$ cat config.mk
export PLATFORM = sky130hd
export DESIGN_NAME = busown_ctrl
export DESIGN_NICKNAME = d
export VERILOG_FILES = /design/src/rtl/busown_pkg.sv /design/src/rtl/busown_cycenc.sv /design/src/rtl/busown_reqslot.sv /design/src/rtl/busown_fsm.sv /design/src/rtl/busown_ctrl.sv
export SDC_FILE = /design/constraint.sdc
export NUM_CORES = 1
export LEC_CHECK = 0
export BUFFER_PORTS_ARGS = -buffer_cell sky130_fd_sc_hd__buf_2
export CORE_AREA = 2 2 98 100
export DETAILED_ROUTE_END_ITERATION = 6
export DIE_AREA = 0 0 100 102
export HOLD_SLACK_MARGIN = 0.06
export PLACE_DENSITY = 0.7
export SYNTH_ARGS = -nofsm -noshare
export SYNTH_HDL_FRONTEND = slang
export SYNTH_SLANG_ARGS = --single-unit
$ cat constraint.sdc
create_clock -name clk -period 4.21 [get_ports clk]
set_input_delay 0.6315 -clock clk [delete_from_list [all_inputs] [get_ports clk]]
set_output_delay 0.6315 -clock clk [all_outputs]
set_load 0.01 [all_outputs]
$ cat src/rtl/busown_pkg.sv
package busown_pkg;
    localparam int TYPE_W = 4;
    localparam int CODE_W = TYPE_W + 1;
    localparam logic [CODE_W-1:0] IDLE_CODE = {1'b1, {TYPE_W{1'b0}}};

    typedef enum logic [2:0] {
        ST_IDLE,
        ST_ADDR,
        ST_DATA,
        ST_BOFF,
        ST_HOLD
    } bus_st_e;

    typedef enum logic [1:0] {
        PW_8  = 2'b00,
        PW_16 = 2'b01,
        PW_32 = 2'b10
    } port_w_e;
endpackage

$ cat src/rtl/busown_cycenc.sv
module busown_cycenc
    import busown_pkg::*;
(
    input  logic              addr_strobe,
    input  logic              is_event,
    input  logic [1:0]        width_sel,
    output logic [CODE_W-1:0] code
);
    port_w_e pw;

    always_comb begin
        pw = (width_sel == 2'b11) ? PW_32 : port_w_e'(width_sel);
        if (addr_strobe)
            code = {1'b0, 1'b0, is_event, pw};
        else
            code = IDLE_CODE;
    end
endmodule

$ cat src/rtl/busown_reqslot.sv
module busown_reqslot #(
    parameter int ADDR_W = 32,
    parameter int DATA_W = 32
) (
    input  logic              clk,
    input  logic              rst_n,
    input  logic              load,
    input  logic              clear,
    input  logic [ADDR_W-1:0] in_addr,
    input  logic [DATA_W-1:0] in_wdata,
    input  logic              in_write,
    input  logic              in_event,
    input  logic [1:0]        in_width,
    output logic              valid_o,
    output logic [ADDR_W-1:0] addr_o,
    output logic [DATA_W-1:0] wdata_o,
    output logic              write_o,
    output logic              event_o,
    output logic [1:0]        width_o
);
    always_ff @(posedge clk or negedge rst_n) begin
        if (!rst_n) begin
            valid_o <= 1'b0;
            addr_o  <= '0;
            wdata_o <= '0;
            write_o <= 1'b0;
            event_o <= 1'b0;
            width_o <= 2'b00;
        end else if (load) begin
            valid_o <= 1'b1;
            addr_o  <= in_addr;
            wdata_o <= in_wdata;
            write_o <= in_write;
            event_o <= in_event;
            width_o <= in_width;
        end else if (clear) begin
            valid_o <= 1'b0;
        end
    end

    // a held access keeps its contents across aborts until completion
    p_slot_stable_r6: assert property (@(posedge clk) disable iff (!rst_n)
        (valid_o && !clear) |=> ($stable(addr_o) && $stable(wdata_o) &&
                                 $stable(write_o) && $stable(event_o) && $stable(width_o)));

    // the single slot is never overwritten while occupied
    p_single_slot_r7: assert property (@(posedge clk) disable iff (!rst_n)
        load |-> !valid_o);
endmodule

$ cat src/rtl/busown_fsm.sv
module busown_fsm
    import busown_pkg::*;
(
    input  logic clk,
    input  logic rst_n,
    input  logic pend_valid,
    input  logic hold_req,
    input  logic lock,
    input  logic backoff,
    input  logic bus_ready,
    output logic own_bus,
    output logic addr_phase,
    output logic data_phase,
    output logic xfer_done,
    output logic hold_ack
);
    bus_st_e st, st_nx;
    logic    grant_ok;

    assign grant_ok = hold_req && !lock;

    always_ff @(posedge clk or negedge rst_n) begin
        if (!rst_n) st <= ST_HOLD;
        else        st <= st_nx;
    end

    always_comb begin
        st_nx = st;
        unique case (st)
            ST_IDLE: begin
                if (backoff)         st_nx = ST_BOFF;
                else if (grant_ok)   st_nx = ST_HOLD;
                else if (pend_valid) st_nx = ST_ADDR;
            end
            ST_ADDR: st_nx = backoff ? ST_BOFF : ST_DATA;
            ST_DATA: begin
                if (backoff)        st_nx = ST_BOFF;
                else if (bus_ready) st_nx = grant_ok ? ST_HOLD : ST_IDLE;
            end
            ST_BOFF: if (!backoff)  st_nx = ST_IDLE;
            ST_HOLD: if (!hold_req) st_nx = ST_IDLE;
            default: st_nx = ST_IDLE;
        endcase
    end

    always_comb begin
        own_bus    = 1'b0;
        addr_phase = 1'b0;
        data_phase = 1'b0;
        xfer_done  = 1'b0;
        hold_ack   = 1'b0;
        if (!rst_n) begin
            hold_ack = grant_ok;
        end else begin
            unique case (st)
                ST_IDLE: own_bus = 1'b1;
                ST_ADDR: begin
                    own_bus    = 1'b1;
                    addr_phase = 1'b1;
                end
                ST_DATA: begin
                    own_bus    = 1'b1;
                    data_phase = 1'b1;
                    xfer_done  = bus_ready && !backoff;
                end
                ST_BOFF: ;
                ST_HOLD: hold_ack = grant_ok;
                default: ;
            endcase
        end
    end

    // no grant while a data phase is still waiting
    p_hold_boundary_r1: assert property (@(posedge clk) disable iff (!rst_n)
        (st == ST_DATA && !bus_ready) |=> !hold_ack);

    // leaving hold gives the bus back on the next cycle
    p_hold_release_r2: assert property (@(posedge clk) disable iff (!rst_n)
        (st == ST_HOLD && !hold_req) |=> own_bus);

    // a locked sequence never lets the block enter hold
    p_no_hold_locked_r3: assert property (@(posedge clk) disable iff (!rst_n)
        (st != ST_HOLD && lock) |=> (st != ST_HOLD));

    // backoff floats the bus on the next edge
    p_boff_float_r5: assert property (@(posedge clk) disable iff (!rst_n)
        (backoff && st != ST_HOLD) |=> !own_bus);

    // backoff wins over hold during an access
    p_boff_over_hold_r11: assert property (@(posedge clk) disable iff (!rst_n)
        (backoff && hold_req && (st == ST_ADDR || st == ST_DATA)) |=> !hold_ack);
endmodule

$ cat src/rtl/busown_ctrl.sv
module busown_ctrl
    import busown_pkg::*;
#(
    parameter int ADDR_W = 32,
    parameter int DATA_W = 32
) (
    input  logic              clk,
    input  logic              rst_n,
    input  logic              req_valid,
    output logic              req_ready,
    input  logic [ADDR_W-1:0] req_addr,
    input  logic [DATA_W-1:0] req_wdata,
    input  logic              req_write,
    input  logic              req_event,
    input  logic [1:0]        req_width,
    input  logic              core_wait,
    output logic              resp_valid,
    output logic [DATA_W-1:0] resp_rdata,
    output logic              bus_oe,
    output logic [ADDR_W-1:0] bus_addr,
    output logic [DATA_W-1:0] bus_wdata,
    output logic              bus_write,
    output logic [4:0]        bus_code,
    input  logic              bus_ready,
    input  logic [DATA_W-1:0] bus_rdata,
    input  logic              hold_req,
    output logic              hold_ack,
    input  logic              lock,
    input  logic              backoff,
    output logic              breq,
    output logic              bstall
);
    logic              slot_v, slot_wr, slot_ev;
    logic [ADDR_W-1:0] slot_addr;
    logic [DATA_W-1:0] slot_wd;
    logic [1:0]        slot_w;
    logic              own_bus, addr_phase, data_phase, xfer_done, drive;
    logic [CODE_W-1:0] code_w;

    assign req_ready = rst_n && !slot_v;

    busown_reqslot #(.ADDR_W(ADDR_W), .DATA_W(DATA_W)) u_slot (
        .clk      (clk),
        .rst_n    (rst_n),
        .load     (req_valid && req_ready),
        .clear    (xfer_done),
        .in_addr  (req_addr),
        .in_wdata (req_wdata),
        .in_write (req_write),
        .in_event (req_event),
        .in_width (req_width),
        .valid_o  (slot_v),
        .addr_o   (slot_addr),
        .wdata_o  (slot_wd),
        .write_o  (slot_wr),
        .event_o  (slot_ev),
        .width_o  (slot_w)
    );

    busown_fsm u_fsm (
        .clk        (clk),
        .rst_n      (rst_n),
        .pend_valid (slot_v),
        .hold_req   (hold_req),
        .lock       (lock),
        .backoff    (backoff),
        .bus_ready  (bus_ready),
        .own_bus    (own_bus),
        .addr_phase (addr_phase),
        .data_phase (data_phase),
        .xfer_done  (xfer_done),
        .hold_ack   (hold_ack)
    );

    busown_cycenc u_enc (
        .addr_strobe (addr_phase),
        .is_event    (slot_ev),
        .width_sel   (slot_w),
        .code        (code_w)
    );

    assign drive      = addr_phase || data_phase;
    assign bus_oe     = own_bus;
    assign bus_addr   = drive ? slot_addr : '0;
    assign bus_wdata  = drive ? slot_wd : '0;
    assign bus_write  = drive && slot_wr;
    assign bus_code   = code_w;
    assign resp_valid = xfer_done;
    assign resp_rdata = xfer_done ? bus_rdata : '0;
    assign breq       = slot_v;
    assign bstall     = slot_v && core_wait;

    // an accepted request shows as pending on the next cycle
    p_accept_pending_r7: assert property (@(posedge clk) disable iff (!rst_n)
        (req_valid && req_ready) |=> breq);

    // stall is only reported with a pending access
    p_stall_pending_r8: assert property (@(posedge clk) disable iff (!rst_n)
        bstall |-> breq);

    // a strobe only appears on an owned bus
    p_strobe_owned_r9: assert property (@(posedge clk) disable iff (!rst_n)
        !bus_code[4] |-> bus_oe);

    // a completion always belongs to a pending access
    p_resp_pending_r10: assert property (@(posedge clk) disable iff (!rst_n)
        resp_valid |-> breq);
endmodule

==> reports/qor.yml <==
clocking:
  clock_latency_ns: 0.33
  cts_made_buffers: 9
  clkSlewWorstSetupHoldPaths_ns: 0.07
  post_cts_resize_count: 0
  holdBufCountCts: 0
  h-tree-depth: 3
  cts_max_path_buffers: 2
  clock_tree.root_cell: "sky130_fd_sc_hd__clkbuf_8"
  cts_tree: "yes"
  cts_setup_buffers: 0
  cts_sinks: 72
routing:
  totalWireLength_um: 8930
  detail_route.first_pass.iterations: 4
  routed_wire_length_per_instance_um: 14.4
  drt_iter0_markers: 76
  drc_errors: 0
  antenna_violating_nets_post_route: 0
  routed-via-count: 2892
  post_drt_via_cell_ratio: 4.68
timing:
  post-route-min-period_ns: 3.02
  slew_headroom_pct: 22.7
  setup_viol: 0
  finalHoldViolations: 0
  fmax_mhz: 331
  fin_worst_skew_ns: 0.00516
  post-route-period-util_pct: 71.8
  timing.setup.tns_ns: 0
  timing_worst_slew_pin_value_ns: 1.15
  slew_viol_final: 0
  worst_setup_slack_after_layout_ns: 1.19
  grt_setup_unrepaired: "false"
min_path:
  min_from: "u_slot.wdata_o[10]"
  min_path_type: "flop to flop"
critical_path:
  worst_ep_arrival_time_ns: 2.39
  critical_path_class: "flop to output port"
  crit_path_top_delay_cell: "sky130_fd_sc_hd__a21oi_4"
  worstReg2RegStart: "u_slot.valid_o"
  launching_instance_or_port_of_the_critical_path: "u_fsm.st[1]"
  critical_path_peak_fanout: 41
  critical_path.max_stage_delay_ns: 0.64
  critical_path_end_type: "output port"
  timing.critical_path.required_ns: 3.58
  worstSetupStartpointType: "flop"
  crit_path_cell_trace: "inv_1 > nand2_1 > a21oi_4 > buf_4 > and2_1 > buf_2"
placed_design:
  io_buffers: 214
  detailedPlace.worstSlack_ns: 1.31
  dpl-instance-area_mm2: 0.00467
  gpl.final_weighted_congestion: 0.794
  dp_hpwl_um: 6650
  numPlacedInstances: 603
synth:
  largest_cells_by_area_after_synthesis: "sky130_fd_sc_hd__dfrtp_1 (50%), sky130_fd_sc_hd__mux2_2 (22%), sky130_fd_sc_hd__and2_1 (18%)"
  synth-edff-count: 0
  synth_top_flop_cell: "sky130_fd_sc_hd__dfrtp_1"
  synth_top_cell_area_share_pct: 50.1
  synthTopCellsByCount: "sky130_fd_sc_hd__and2_1 (100), sky130_fd_sc_hd__dfrtp_1 (71), sky130_fd_sc_hd__mux2_2 (69)"
  synth-seq-area-share_pct: 50.9
  netlist-cell-type-count: 27
  synth_nets: 402
  syn-mean-instance-area_um2: 12.1
  post_synth_inst_count: 294
  yosys_register_bits: 72
  synthMostInstantiatedCell: "sky130_fd_sc_hd__and2_1"
  netlist_area_before_placement_mm2: 0.00354
  synth-async-reset-ratio_pct: 100
  yosys_warnings: 0
  synth.largest_area_cell: "sky130_fd_sc_hd__dfrtp_1"
global_routing:
  grt_max_degree: 74
  grt_pass1_wl_um: 13400
  number_of_antenna_violations_at_the_first_check_in_global_routing: 0
  gr-usage-all-layers_pct: 17.0
  grt.overflow.total: 0
  first_global_vias: 2870
cells_and_area:
  multi_input_comb_area_mm2: 0.00160
  nFillCells: 844
  layout-drive-gt1-share_pct: 60.6
  final_cell_area_mm2: 0.00493
  relative_area_change_from_synthesis_to_final_layout_pct: 39.3
  register_area_mm2: 0.00180
  antennaDiodeCount: 0
  fin_nets: 611
  layoutNonFillerInstCount: 618
die:
  fp.dieW_um: 100
  chipHeight_um: 102
  io_pins: 216
  fp-row-count: 35
  floorplan.die_area_mm2: 0.0102
  floorplan.initialDensity_pct: 38.9
  floorplan.core_area_mm2: 0.00911
pwr:
  leakage_uw: 0.00268
  cellPowerDensity_mw_per_mm2: 597
  ir_drop_v: 0.000257
job:
  maxCapViolCount: 0
outcome:
  status: "completed"
state kept, by name (all words and copies together), names as in the netlist:
name and cells:
u_fsm.st 3, u_slot.valid_o 1, u_slot.event_o 1, u_slot.wdata_o 32, u_slot.write_o 1, u_slot.width_o 2
u_slot.addr_o 32
where the power goes:
group	total (µW)	switching [µW]	leakage [µW]	internal (µW)
Clock	722	254	0.000133	468
Sequential	1210	172	0.000856	1040
Combinational	1020	450	0.00169	567
per-layer routing:
| metal | wire length (µm) | global-route usage, % |
|---|---|---|
| met3 | 665 | 3.83 |
| met2 | 4660 | 31.6 |
| met4 | 123 | 6.43 |
| met1 | 3480 | 19.0 |
| met5 | 0 | 0 |
stage by stage:
stage	power (µW)	utilization, %	hold WS, ns
2_1_floorplan	1870	-	0.336
4_1_cts	2990	54.2	0.501
5_1_grt	3150	54.2	0.502
6_report	2950	54.2	0.498
3_5_place_dp	2260	51.2	0.485
3_3_place_gp	2210	51.2	0.479
area by class of cell:
cell class	count	area share, %
Inverter	4	0.304
Timing Repair Buffer	217	22.5
Sequential cell	72	36.5
Tap cell	111	2.81
Clock buffer	10	2.79
Clock inverter	5	2.61
Multi-Input combinational cell	199	32.5
cell families (layout without fill, tap and decap cells):
kind of cell / Yosys count / count (layout) / share of synthesized area, %
AOI/OAI and AO/OA: 11 / 11 / 1.94
buffers and inverters: 23 / 236 / 4.20
DFF: 72 / 72 / 50.9
muxes: 69 / 69 / 21.9
other: 1 / 1 / 0.106
and+or+nand+nor: 118 / 118 / 20.9
critical path: cells and delay by family, from the launching register on:
| kind | cells | cell delay (ns) |
|---|---|---|
| DFF | 1 | 0.46 |
| and+or+nand+nor | 2 | 0.30 |
| AOI/OAI and AO/OA | 1 | 0.64 |
| buffers and inverters | 3 | 0.65 |
cells in the final DEF, fill, tap and decap left out, drive strengths merged, types with 2 or more instances in the layout:
cell    Yosys  routed
inv         4       4
bufinv      0       4
buf        18     217
and2      100     100
nor3        2       2
clkbuf      1      10
dfrtp      71      71
nand2       3       3
mux2       69      69
nand2b      3       3
nor2        5       5
a21oi       6       6
worst paths after layout:
kind / end / slack (ns) / cells after the start
hold / removal: u_slot.wdata_o[10] / 0.50 / 1
hold reg to reg: u_slot.wdata_o[10] / 0.50 / 1
setup / recovery: bus_wdata[23] / 1.19 / 6
setup reg to reg: u_slot.wdata_o[25] / 2.04 / 4
min in group asynchronous: u_slot.wdata_o[30] / 0.52 / 2
max in group asynchronous: u_slot.addr_o[2] / 3.08 / 2
No activity file was read; power rests on OpenSTA's default activity.
